$ cat src/rtl/cfg_serial_slave.sv
module cfg_serial_slave #(
  parameter int          TRIM_N      = 4,
  parameter logic [12:0] CFG_ADDR    = 13'h000,
  parameter logic [12:0] BEND_ADDR   = 13'h002,
  parameter logic [12:0] TRIM_BASE   = 13'h020,
  parameter logic [12:0] CLKDIV_ADDR = 13'h072,
  parameter logic [12:0] OMODE_ADDR  = 13'h074,
  parameter logic [12:0] TEST_ADDR   = 13'h0C0
) (
  input  logic                  clk,
  input  logic                  rst_n,
  input  logic                  csb,
  input  logic                  sclk,
  input  logic                  sdio_i,
  output logic                  sdio_o,
  output logic                  sdio_oe,
  output logic                  sdo_o,
  output logic                  sdo_oe,
  output logic [TRIM_N*8-1:0]   trim_o,
  output logic [1:0]            clk_div_o,
  output logic [2:0]            out_mode_o,
  output logic [1:0]            test_mode_o,
  output logic [3:0]            test_pat_o,
  output logic                  lsb_first_o,
  output logic                  four_wire_o
);
  localparam int TIW = (TRIM_N > 1) ? $clog2(TRIM_N) : 1;
  localparam logic [12:0] TRIM_END = TRIM_BASE + 13'(TRIM_N);

  typedef enum logic [1:0] {PH_INS, PH_DAT, PH_END} phase_t;

  logic [1:0]  csb_s, sdi_s;
  logic [2:0]  sclk_s;
  phase_t      phase;
  logic [3:0]  cnt;
  logic [15:0] sh;
  logic        rw_q;
  logic [1:0]  wlen_q, left_q;
  logic [12:0] addr_q, start_q;
  logic [7:0]  rd_sh;

  logic        lsb_q, four_q;
  logic [7:0]  bend_q;
  logic [7:0]  trim_q [TRIM_N];
  logic [1:0]  clkdiv_q;
  logic [2:0]  omode_q;
  logic [1:0]  tmode_q;
  logic [3:0]  tpat_q;

  wire rise = sclk_s[1] & ~sclk_s[2];
  wire fall = ~sclk_s[1] & sclk_s[2];
  wire din  = sdi_s[1];

  wire [15:0] ins_nx = lsb_q ? {din, sh[15:1]} : {sh[14:0], din};
  wire [7:0]  dat_nx = lsb_q ? {din, sh[7:1]}  : {sh[6:0], din};

  wire [12:0] step = lsb_q ? addr_q + 13'd1 : addr_q - 13'd1;
  wire [12:0] nxt  = (wlen_q == 2'd3 && addr_q == {5'b0, bend_q}) ? start_q : step;

  function automatic logic in_trim(input logic [12:0] a);
    return (a >= TRIM_BASE) && (a < TRIM_END);
  endfunction

  function automatic logic [TIW-1:0] trim_idx(input logic [12:0] a);
    logic [12:0] off;
    off = a - TRIM_BASE;
    return off[TIW-1:0];
  endfunction

  function automatic logic [7:0] rdmux(input logic [12:0] a);
    if (a == CFG_ADDR)         return {6'b0, four_q, lsb_q};
    else if (a == BEND_ADDR)   return bend_q;
    else if (in_trim(a))       return trim_q[trim_idx(a)];
    else if (a == CLKDIV_ADDR) return {6'b0, clkdiv_q};
    else if (a == OMODE_ADDR)  return {5'b0, omode_q};
    else if (a == TEST_ADDR)   return {tmode_q, 2'b0, tpat_q};
    else                       return 8'h00;
  endfunction

  always_ff @(posedge clk or negedge rst_n) begin
    if (!rst_n) begin
      csb_s    <= 2'b11;
      sclk_s   <= '0;
      sdi_s    <= '0;
      phase    <= PH_INS;
      cnt      <= '0;
      sh       <= '0;
      rw_q     <= 1'b0;
      wlen_q   <= '0;
      left_q   <= '0;
      addr_q   <= '0;
      start_q  <= '0;
      rd_sh    <= '0;
      lsb_q    <= 1'b0;
      four_q   <= 1'b0;
      bend_q   <= '0;
      clkdiv_q <= '0;
      omode_q  <= '0;
      tmode_q  <= '0;
      tpat_q   <= '0;
      for (int i = 0; i < TRIM_N; i++) trim_q[i] <= '0;
    end else begin
      csb_s  <= {csb_s[0], csb};
      sclk_s <= {sclk_s[1:0], sclk};
      sdi_s  <= {sdi_s[0], sdio_i};
      if (csb_s[1]) begin
        phase <= PH_INS;
        cnt   <= '0;
      end else if (rise) begin
        case (phase)
          PH_INS: begin
            sh <= ins_nx;
            if (cnt == 4'd15) begin
              rw_q    <= ins_nx[15];
              wlen_q  <= ins_nx[14:13];
              left_q  <= ins_nx[14:13];
              addr_q  <= ins_nx[12:0];
              start_q <= ins_nx[12:0];
              rd_sh   <= rdmux(ins_nx[12:0]);
              phase   <= PH_DAT;
              cnt     <= '0;
            end else begin
              cnt <= cnt + 4'd1;
            end
          end
          PH_DAT: begin
            sh <= {8'b0, dat_nx};
            if (cnt == 4'd7) begin
              if (!rw_q) begin
                if (addr_q == CFG_ADDR) begin
                  lsb_q <= dat_nx[0];
                  if (dat_nx[2]) begin
                    four_q   <= 1'b0;
                    bend_q   <= '0;
                    clkdiv_q <= '0;
                    omode_q  <= '0;
                    tmode_q  <= '0;
                    tpat_q   <= '0;
                    for (int i = 0; i < TRIM_N; i++) trim_q[i] <= '0;
                  end else begin
                    four_q <= dat_nx[1];
                  end
                end else if (addr_q == BEND_ADDR) begin
                  bend_q <= dat_nx;
                end else if (in_trim(addr_q)) begin
                  trim_q[trim_idx(addr_q)] <= dat_nx;
                end else if (addr_q == CLKDIV_ADDR) begin
                  clkdiv_q <= dat_nx[1:0];
                end else if (addr_q == OMODE_ADDR) begin
                  omode_q <= dat_nx[2:0];
                end else if (addr_q == TEST_ADDR) begin
                  tmode_q <= dat_nx[7:6];
                  tpat_q  <= dat_nx[3:0];
                end
              end
              addr_q <= nxt;
              rd_sh  <= rdmux(nxt);
              cnt    <= '0;
              if (wlen_q != 2'd3) begin
                if (left_q == 2'd0) phase <= PH_END;
                else left_q <= left_q - 2'd1;
              end
            end else begin
              cnt <= cnt + 4'd1;
            end
          end
          default: ;
        endcase
      end else if (fall && phase == PH_DAT && rw_q && cnt != 4'd0) begin
        rd_sh <= lsb_q ? {1'b0, rd_sh[7:1]} : {rd_sh[6:0], 1'b0};
      end
    end
  end

  wire rd_act = ~csb_s[1] & (phase == PH_DAT) & rw_q;
  wire bit_o  = lsb_q ? rd_sh[0] : rd_sh[7];

  assign sdio_o  = bit_o;
  assign sdo_o   = bit_o;
  assign sdio_oe = rd_act & ~four_q;
  assign sdo_oe  = rd_act & four_q;

  for (genvar g = 0; g < TRIM_N; g++) begin : g_trim
    assign trim_o[g*8 +: 8] = trim_q[g];
  end

  assign clk_div_o   = clkdiv_q;
  assign out_mode_o  = omode_q;
  assign test_mode_o = tmode_q;
  assign test_pat_o  = tpat_q;
  assign lsb_first_o = lsb_q;
  assign four_wire_o = four_q;
endmodule

$ cat config.mk
export PLATFORM = sky130hd
export DESIGN_NAME = cfg_serial_slave
export DESIGN_NICKNAME = d
export VERILOG_FILES = /design/src/rtl/cfg_serial_slave.sv
export SDC_FILE = /design/constraint.sdc
export NUM_CORES = 1
export LEC_CHECK = 0
export BUFFER_PORTS_ARGS = -buffer_cell sky130_fd_sc_hd__buf_2
export CAP_MARGIN = 20
export CORE_MARGIN = 2
export CORE_UTILIZATION = 40
export CTS_BUF_LIST = sky130_fd_sc_hd__clkbuf_16
export DETAILED_ROUTE_END_ITERATION = 10
export GPL_TIMING_DRIVEN = 0
export PLACE_DENSITY = 0.54
export SYNTH_ARGS = -nofsm -noshare
export SYNTH_HDL_FRONTEND = slang
export SYNTH_SLANG_ARGS = --single-unit
export TNS_END_PERCENT = 30
$ cat constraint.sdc
create_clock -name clk -period 10.7 [get_ports clk]
set_input_delay 1.07 -clock clk [delete_from_list [all_inputs] [get_ports clk]]
set_output_delay 1.07 -clock clk [all_outputs]
set_load 0.01 [all_outputs]
==> results.py, run 1 <==
metrics = {
    "status": {
        "status": "finished, final reports clean",
    },
    "yosys": {
        "synthArstFlopShare": 1.00,
        "synth-seq-cells": 121,
        "yosys.cell_types.count": 81,
        "synth_area_leader_cell": "dfrtp_1",
        "synth_warnings": 0,
        "yosysSeqAreaShare": 0.408,
        "synthTopCellsByArea": "dfrtp_1 (40%), o21ai_0 (6.7%), nand2_1 (6.6%)",
        "synthFlopType": "dfrtp_1",
        "avgSynthCellArea_um2": 8.98,
        "synthCells": 828,
        "synthDominantCellAreaShare": 0.401,
        "synth_area_um2": 7430,
        "synth.net_count": 848,
        "synth_edf_count": 0,
    },
    "sta": {
        "skew_ns": 0.0189,
        "maxSlewViolCount": 0,
        "finalWorstSetupSlack_ns": 5.41,
        "slew-limit-headroom": 0.276,
        "max_clock_freq_ghz": 0.189,
        "fin_crit_sh": 0.495,
        "rsz0062_at_grt": "no",
        "fin_crit_ns": 5.29,
        "tightest_slew_ns": 1.08,
        "setup_viol": 0,
        "fin_tns_setup_ns": 0,
        "hold_viol_final": 0,
    },
    "clock_network": {
        "cts_max_level": 4,
        "clock-sinks": 121,
        "clkTransAtPathRegs_ns": 0.06,
        "clk_latency_ns": 0.44,
        "root_buffer": "clkbuf_16",
        "post_cts_buffers": 0,
        "clockBufferDepth": 2,
        "cts-buffers-inserted": 17,
        "cts_tree": "yes",
        "cts.hold.buffers_added": 0,
        "cts_resized": 0,
    },
    "critical_path": {
        "reg2reg_depth": 15,
        "cp-start-kind": "flip-flop",
        "crit_arrival_ns": 5.66,
        "r2r-end": "rd_sh[5]$_DFFE_PN0P_",
        "reg2reg_from": "lsb_first_o$_DFFE_PN0P_",
        "startpoint": "lsb_first_o$_DFFE_PN0P_",
        "end_kind": "flip-flop",
        "path_max_fanout": 15,
        "crit_end": "rd_sh[5]$_DFFE_PN0P_",
        "rrSetupSlack_ns": 5.41,
        "critPathKind": "reg2reg",
        "critPathRequiredTime_ns": 11.07,
    },
    "final_layout": {
        "insertedDiodeCount": 0,
        "final_nets": 924,
        "drive_gt1_frac": 0.158,
        "area_delta_synth_final_pct": 15.6,
        "final_area_um2": 8590,
    },
    "pwr": {
        "ir_drop_v": 0.000109,
        "p_total_mw": 1.13,
        "leakage_nw": 3.75,
        "power_density_nw_per_um2": 131,
    },
    "global_route": {
        "grt_max_degree": 75,
        "grt_antenna_before_repair": 0,
        "gr-total-overflow": 0,
        "track_usage": 0.272,
        "grt_pass1_wl_mm": 40.2,
        "grt_pass1_vias": 6616,
    },
    "flow_run": {
        "cap_violations": 0,
    },
    "detailed_routing": {
        "drtIter0Drc": 709,
        "remaining_drc_errors": 0,
        "antenna_left": 0,
        "via_count": 6987,
        "drt-vias-per-instance": 6.10,
        "wl_per_cell_um": 22.8,
        "wl_mm": 26.1,
        "first_pass_iters": 5,
    },
    "placed_design": {
        "portBuffers": 53,
        "gp_congestion": 1.00,
        "placed_area_um2": 8030,
        "post-place-ws_ns": 5.49,
        "dp.final_hpwl_mm": 19.6,
    },
    "floorplanning": {
        "dieArea_um2": 19700,
        "rows": 49,
        "core_region_area_um2": 18100,
        "die_height_um": 140,
        "initial_utilization": 0.411,
        "pin_count": 54,
        "die-width_um": 140,
    },
    "min_path": {
        "hp-class": "reg2reg",
    },
}
==> cells in the final DEF, fill, tap and decap left out, types with 5 or more instances in the layout <==
cell type	n
xor2_1	8
or3_1	7
o21a_1	6
inv_1	21
mux4_2	8
a21oi_1	45
xnor2_1	10
clkbuf_1	31
mux2i_1	48
a21o_1	5
nor3_1	14
inv_6	5
o21ai_0	99
ha_1	14
or2_2	11
nor2_1	60
nand2_1	130
nand2b_1	8
o21ai_1	5
buf_2	59
clkbuf_16	17
mux2_2	14
nand3_1	19
o31ai_1	5
a22oi_1	11
dfrtp_1	119
o211ai_1	10
nand4_1	9
==> worst max-delay path, stage by stage (launching register included) <==
cell and delay (ns):
dfrtp_1 0.51, buf_2 0.33, buf_1 0.38, inv_1 0.44, ha_1 0.41, clkbuf_1 0.20, a21o_1 0.24, a41o_1 0.29
and3_1 0.20, a211oi_1 0.29, xor2_1 0.20, o21ai_0 0.28, or4b_1 0.60, clkbuf_1 0.20, o221ai_1 0.41, o211a_1 0.22
==> Yosys cell counts, drive strengths merged (3+ instances only) <==
| cell type | instances |
|---|---|
| a211oi | 5 |
| a21o | 5 |
| a21oi | 46 |
| a222oi | 3 |
| a22o | 4 |
| a22oi | 11 |
| a31o | 3 |
| a31oi | 4 |
| and2 | 3 |
| and3 | 3 |
| buf | 11 |
| clkbuf | 31 |
| dfrtp | 119 |
| ha | 14 |
| inv | 20 |
| mux2 | 14 |
| mux2i | 48 |
| mux4 | 8 |
| nand2 | 130 |
| nand2b | 8 |
| nand3 | 19 |
| nand3b | 3 |
| nand4 | 9 |
| nor2 | 60 |
| nor2b | 4 |
| nor3 | 14 |
| nor3b | 3 |
| nor4 | 5 |
| nor4b | 3 |
| o211a | 3 |
| o211ai | 10 |
| o21a | 7 |
| o21ai | 104 |
| o221a | 4 |
| o221ai | 3 |
| o31ai | 5 |
| o41ai | 3 |
| or2 | 11 |
| or3 | 7 |
| or4 | 4 |
| or4b | 4 |
| xnor2 | 10 |
| xor2 | 8 |
==> power breakdown <==
part / switching [mW] / leakage [nW] / internal [mW]
combinational: 0.0707 / 1.82 / 0.0287
clock: 0.229 / 0.265 / 0.319
sequential: 0.0114 / 1.67 / 0.467
==> per-layer routing <==
layer | global-route usage | wire length [µm] | vias up
li1 | - | - | 3202
met1 | 0.392 | 12100 | 3482
met2 | 0.412 | 11700 | 267
met3 | 0.0571 | 1770 | 36
met4 | 0.0797 | 536 | 0
met5 | 0 | 0 | -
==> worst min-delay path by stage <==
stage,startpoint,endpoint,slack [ns],depth (start not counted)
6_report,sdi_s[0]$_DFF_PN0_,sdi_s[1]$_DFF_PN0_,0.36,0
5_1_grt,csb_s[0]$_DFF_PN1_,csb_s[1]$_DFF_PN1_,0.36,0
4_1_cts,csb_s[0]$_DFF_PN1_,csb_s[1]$_DFF_PN1_,0.36,0
3_5_place_dp,sclk_s[0]$_DFF_PN0_,sclk_s[1]$_DFF_PN0_,0.34,0
3_3_place_gp,sdi_s[0]$_DFF_PN0_,sdi_s[1]$_DFF_PN0_,0.33,0
2_1_floorplan,sclk_s[0]$_DFF_PN0_,sclk_s[1]$_DFF_PN0_,0.33,0
==> kinds of logic after synthesis <==
logic type / after synthesis / share of synthesized area
simple gates: 295 / 0.189
buf+inv: 63 / 0.0342
xor+xnor: 18 / 0.0212
compound gates: 246 / 0.212
mux: 70 / 0.110
flops: 121 / 0.408
fa+ha+maj: 15 / 0.0263
==> registers in the layout, summed over array words and instances (netlist names), 2 cells and up <==
register     cells
rd_sh            8
csb_s            2
trim_o          32
sdi_s            2
wlen_q           2
bend_q           8
start_q         13
cnt              4
left_q           2
sclk_s           3
out_mode_o       3
test_pat_o       4
test_mode_o      2
sh              16
addr_q          13
clk_div_o        2
phase            2
==> layout make-up <==
class,instances,area (µm²)
timing repair buffer,57,317
clock buffer,17,425
inverter,21,78.8
buffer,42,175
tap,229,287
fill,1738,9500
sequential,121,3030
clock inverter,15,126
multi-input combinational,644,4150
==> per-stage QoR <==
step                std cells  utilization  hold slack [ns]
floorplan                 828            -            0.331
CTS                      1145        0.474            0.363
finish                   1146        0.475            0.359
global route             1146        0.475            0.364
global placement         1110        0.441            0.333
detailed placement       1113        0.444            0.342
(Power assumes the default switching activity.)
==> inputs of run 2 (changes only) <==
Clock period 10.7 ns to 5.05 ns, I/O delays scaled along.
==> results.py, run 2 (synthesis gave the netlist of run 1 again) <==
metrics = {
    "min_path": {
        "hp-class": "in2async",
    },
    "detailed_routing": {
        "route.met2.wl_mm": 11.6,
        "via_count": 6959,
        "top_layer_used": "met4",
        "wl_met3_mm": 1.90,
        "drt-vias-per-instance": 6.05,
        "antenna_left": 0,
        "drtIter0Drc": 649,
        "wl_per_cell_um": 22.6,
        "wl_mm": 26.0,
        "remaining_drc_errors": 0,
        "first_pass_iters": 7,
        "wl_met1_mm": 11.9,
    },
    "critical_path": {
        "path_buf_inv": 5,
        "crit_chain": "buf_2 -> clkinvlp_4 -> buf_4 -> ha_1 -> clkbuf_1 -> a21o_1 -> a41o_1 -> and3_1 -> a211oi_1 -> xor2_1 -> o21ai_0 -> or4b_1 -> clkbuf_1 -> o221ai_1 -> o211a_1",
        "crit_family": "compound AO/OA/AOI/OAI gates",
        "cp-start-kind": "flip-flop",
        "cpPeakStageDelay_ns": 0.61,
        "critPathRequiredTime_ns": 5.41,
        "end_kind": "flip-flop",
        "critPathKind": "reg2reg",
        "crit_arrival_ns": 5.22,
        "critPathMostFrequentCell": "clkbuf_1",
        "worst_path_max_delay_cell": "or4b_1",
        "path_max_fanout": 19,
    },
    "floorplanning": {
        "die_height_um": 140,
        "pin_count": 54,
        "rows": 49,
        "core_region_area_um2": 18100,
        "die-width_um": 140,
        "initial_utilization": 0.411,
        "dieArea_um2": 19700,
    },
    "clock_network": {
        "cts.hold.buffers_added": 0,
        "clock-sinks": 121,
        "cts_tree": "yes",
        "cts-buffers-inserted": 17,
        "clkTransAtPathRegs_ns": 0.06,
        "cts_max_level": 4,
        "clk_latency_ns": 0.43,
        "clockBufferDepth": 2,
        "root_buffer": "clkbuf_16",
    },
    "global_route": {
        "grt_pass1_wl_mm": 40.2,
        "gr-total-overflow": 0,
        "grt_max_degree": 75,
        "grt_antenna_before_repair": 0,
        "track_usage": 0.272,
        "grt_pass1_vias": 6619,
    },
    "final_layout": {
        "final_common_cell": "nand2_1",
        "final_cell_mix": "nand2_1 (130), dfrtp_1 (119), o21ai_0 (99)",
        "fin_cells": 1150,
        "drive_gt1_frac": 0.164,
        "insertedDiodeCount": 0,
        "area_delta_synth_final_pct": 16.1,
        "largest_register_ff_count": 32,
        "nFillCells": 1737,
        "final_nets": 928,
    },
    "placed_design": {
        "dp.final_hpwl_mm": 19.6,
        "portBuffers": 53,
        "gp_congestion": 1.00,
        "post-place-cells": 1113,
    },
    "sta": {
        "rsz0062_at_grt": "no",
        "maxSlewViolCount": 0,
        "fin_crit_sh": 0.961,
        "hold_viol_final": 0,
        "setup_viol": 0,
        "fin_crit_ns": 4.86,
        "tightest_slew_ns": 1.10,
        "skew_ns": 0.0175,
        "max_clock_freq_ghz": 0.206,
        "slew-limit-headroom": 0.264,
        "whs_ns": 0.00504,
    },
    "pwr": {
        "p_total_mw": 2.38,
        "ir_drop_v": 0.000228,
        "leakage_nw": 3.77,
        "power_density_nw_per_um2": 276,
    },
    "flow_run": {
        "cap_violations": 0,
    },
    "status": {
        "status": "finished, final reports clean",
    },
}
-- run 2: cell count changes in the layout (fill, tap and decap cells not counted) --
| cell | previous run | this run |
|---|---|---|
| buf_1 | 4 | 3 |
| buf_4 | 2 | 7 |
| clkinvlp_4 | 4 | 5 |
| inv_1 | 21 | 20 |
-- run 2: cell type report --
class	count	area (µm²)	share of cell area
multi-input cells	644	4150	0.481
flip-flops and latches	121	3030	0.351
clock buffers	17	425	0.0493
repair buffers	62	354	0.0411
well taps	229	287	0.0332
plain buffers	41	171	0.0199
clock inverters	15	126	0.0147
inverters	21	82.6	0.00957
-- run 2: per-stage QoR --
stage	utilization	TNS, ns	area (µm²)	setup WS [ns]
2_1_floorplan	-	0	7430	1.01
3_3_place_gp	0.441	-0.229	7980	-0.123
3_5_place_dp	0.444	-0.287	8030	-0.164
4_1_cts	0.477	0	8620	0.256
5_1_grt	0.477	0	8630	0.0322
6_report	0.477	0	8630	0.194
-- run 2: routing by layer --
metal / global-route usage / vias to the layer above
li1: - / 3203
met1: 0.394 / 3446
met2: 0.409 / 273
met3: 0.0568 / 37
met4: 0.0845 / 0
met5: 0 / -
-- run 2: path summary, 6_finish.rpt --
kind,startpoint,slack (ns),cells after the start,endpoint
max in group asynchronous,rst_n,4.26,2,csb_s[1]$_DFF_PN1_
min in group clk,csb,0.17,1,csb_s[0]$_DFF_PN1_
worst max-delay path,lsb_first_o$_DFFE_PN0P_,0.19,15,rd_sh[5]$_DFFE_PN0P_
worst min-delay path,rst_n,0.005,1,start_q[9]$_DFFE_PN0P_
worst max register to register,lsb_first_o$_DFFE_PN0P_,0.19,15,rd_sh[5]$_DFFE_PN0P_
worst min register to register,sdi_s[0]$_DFF_PN0_,0.36,0,sdi_s[1]$_DFF_PN0_
-- run 2: where the power goes --
part           leakage, nW  switching, mW  internal [mW]
clock                0.265          0.483          0.676
sequential            1.67         0.0239          0.990
combinational         1.84          0.150         0.0607
total                 3.77          0.657           1.73
-- run 2: what timing repair did --
item	4_1_cts	5_1_grt
endpoints found under the setup margin	6	0
gates resized for setup	1	0
setup buffers	5	0
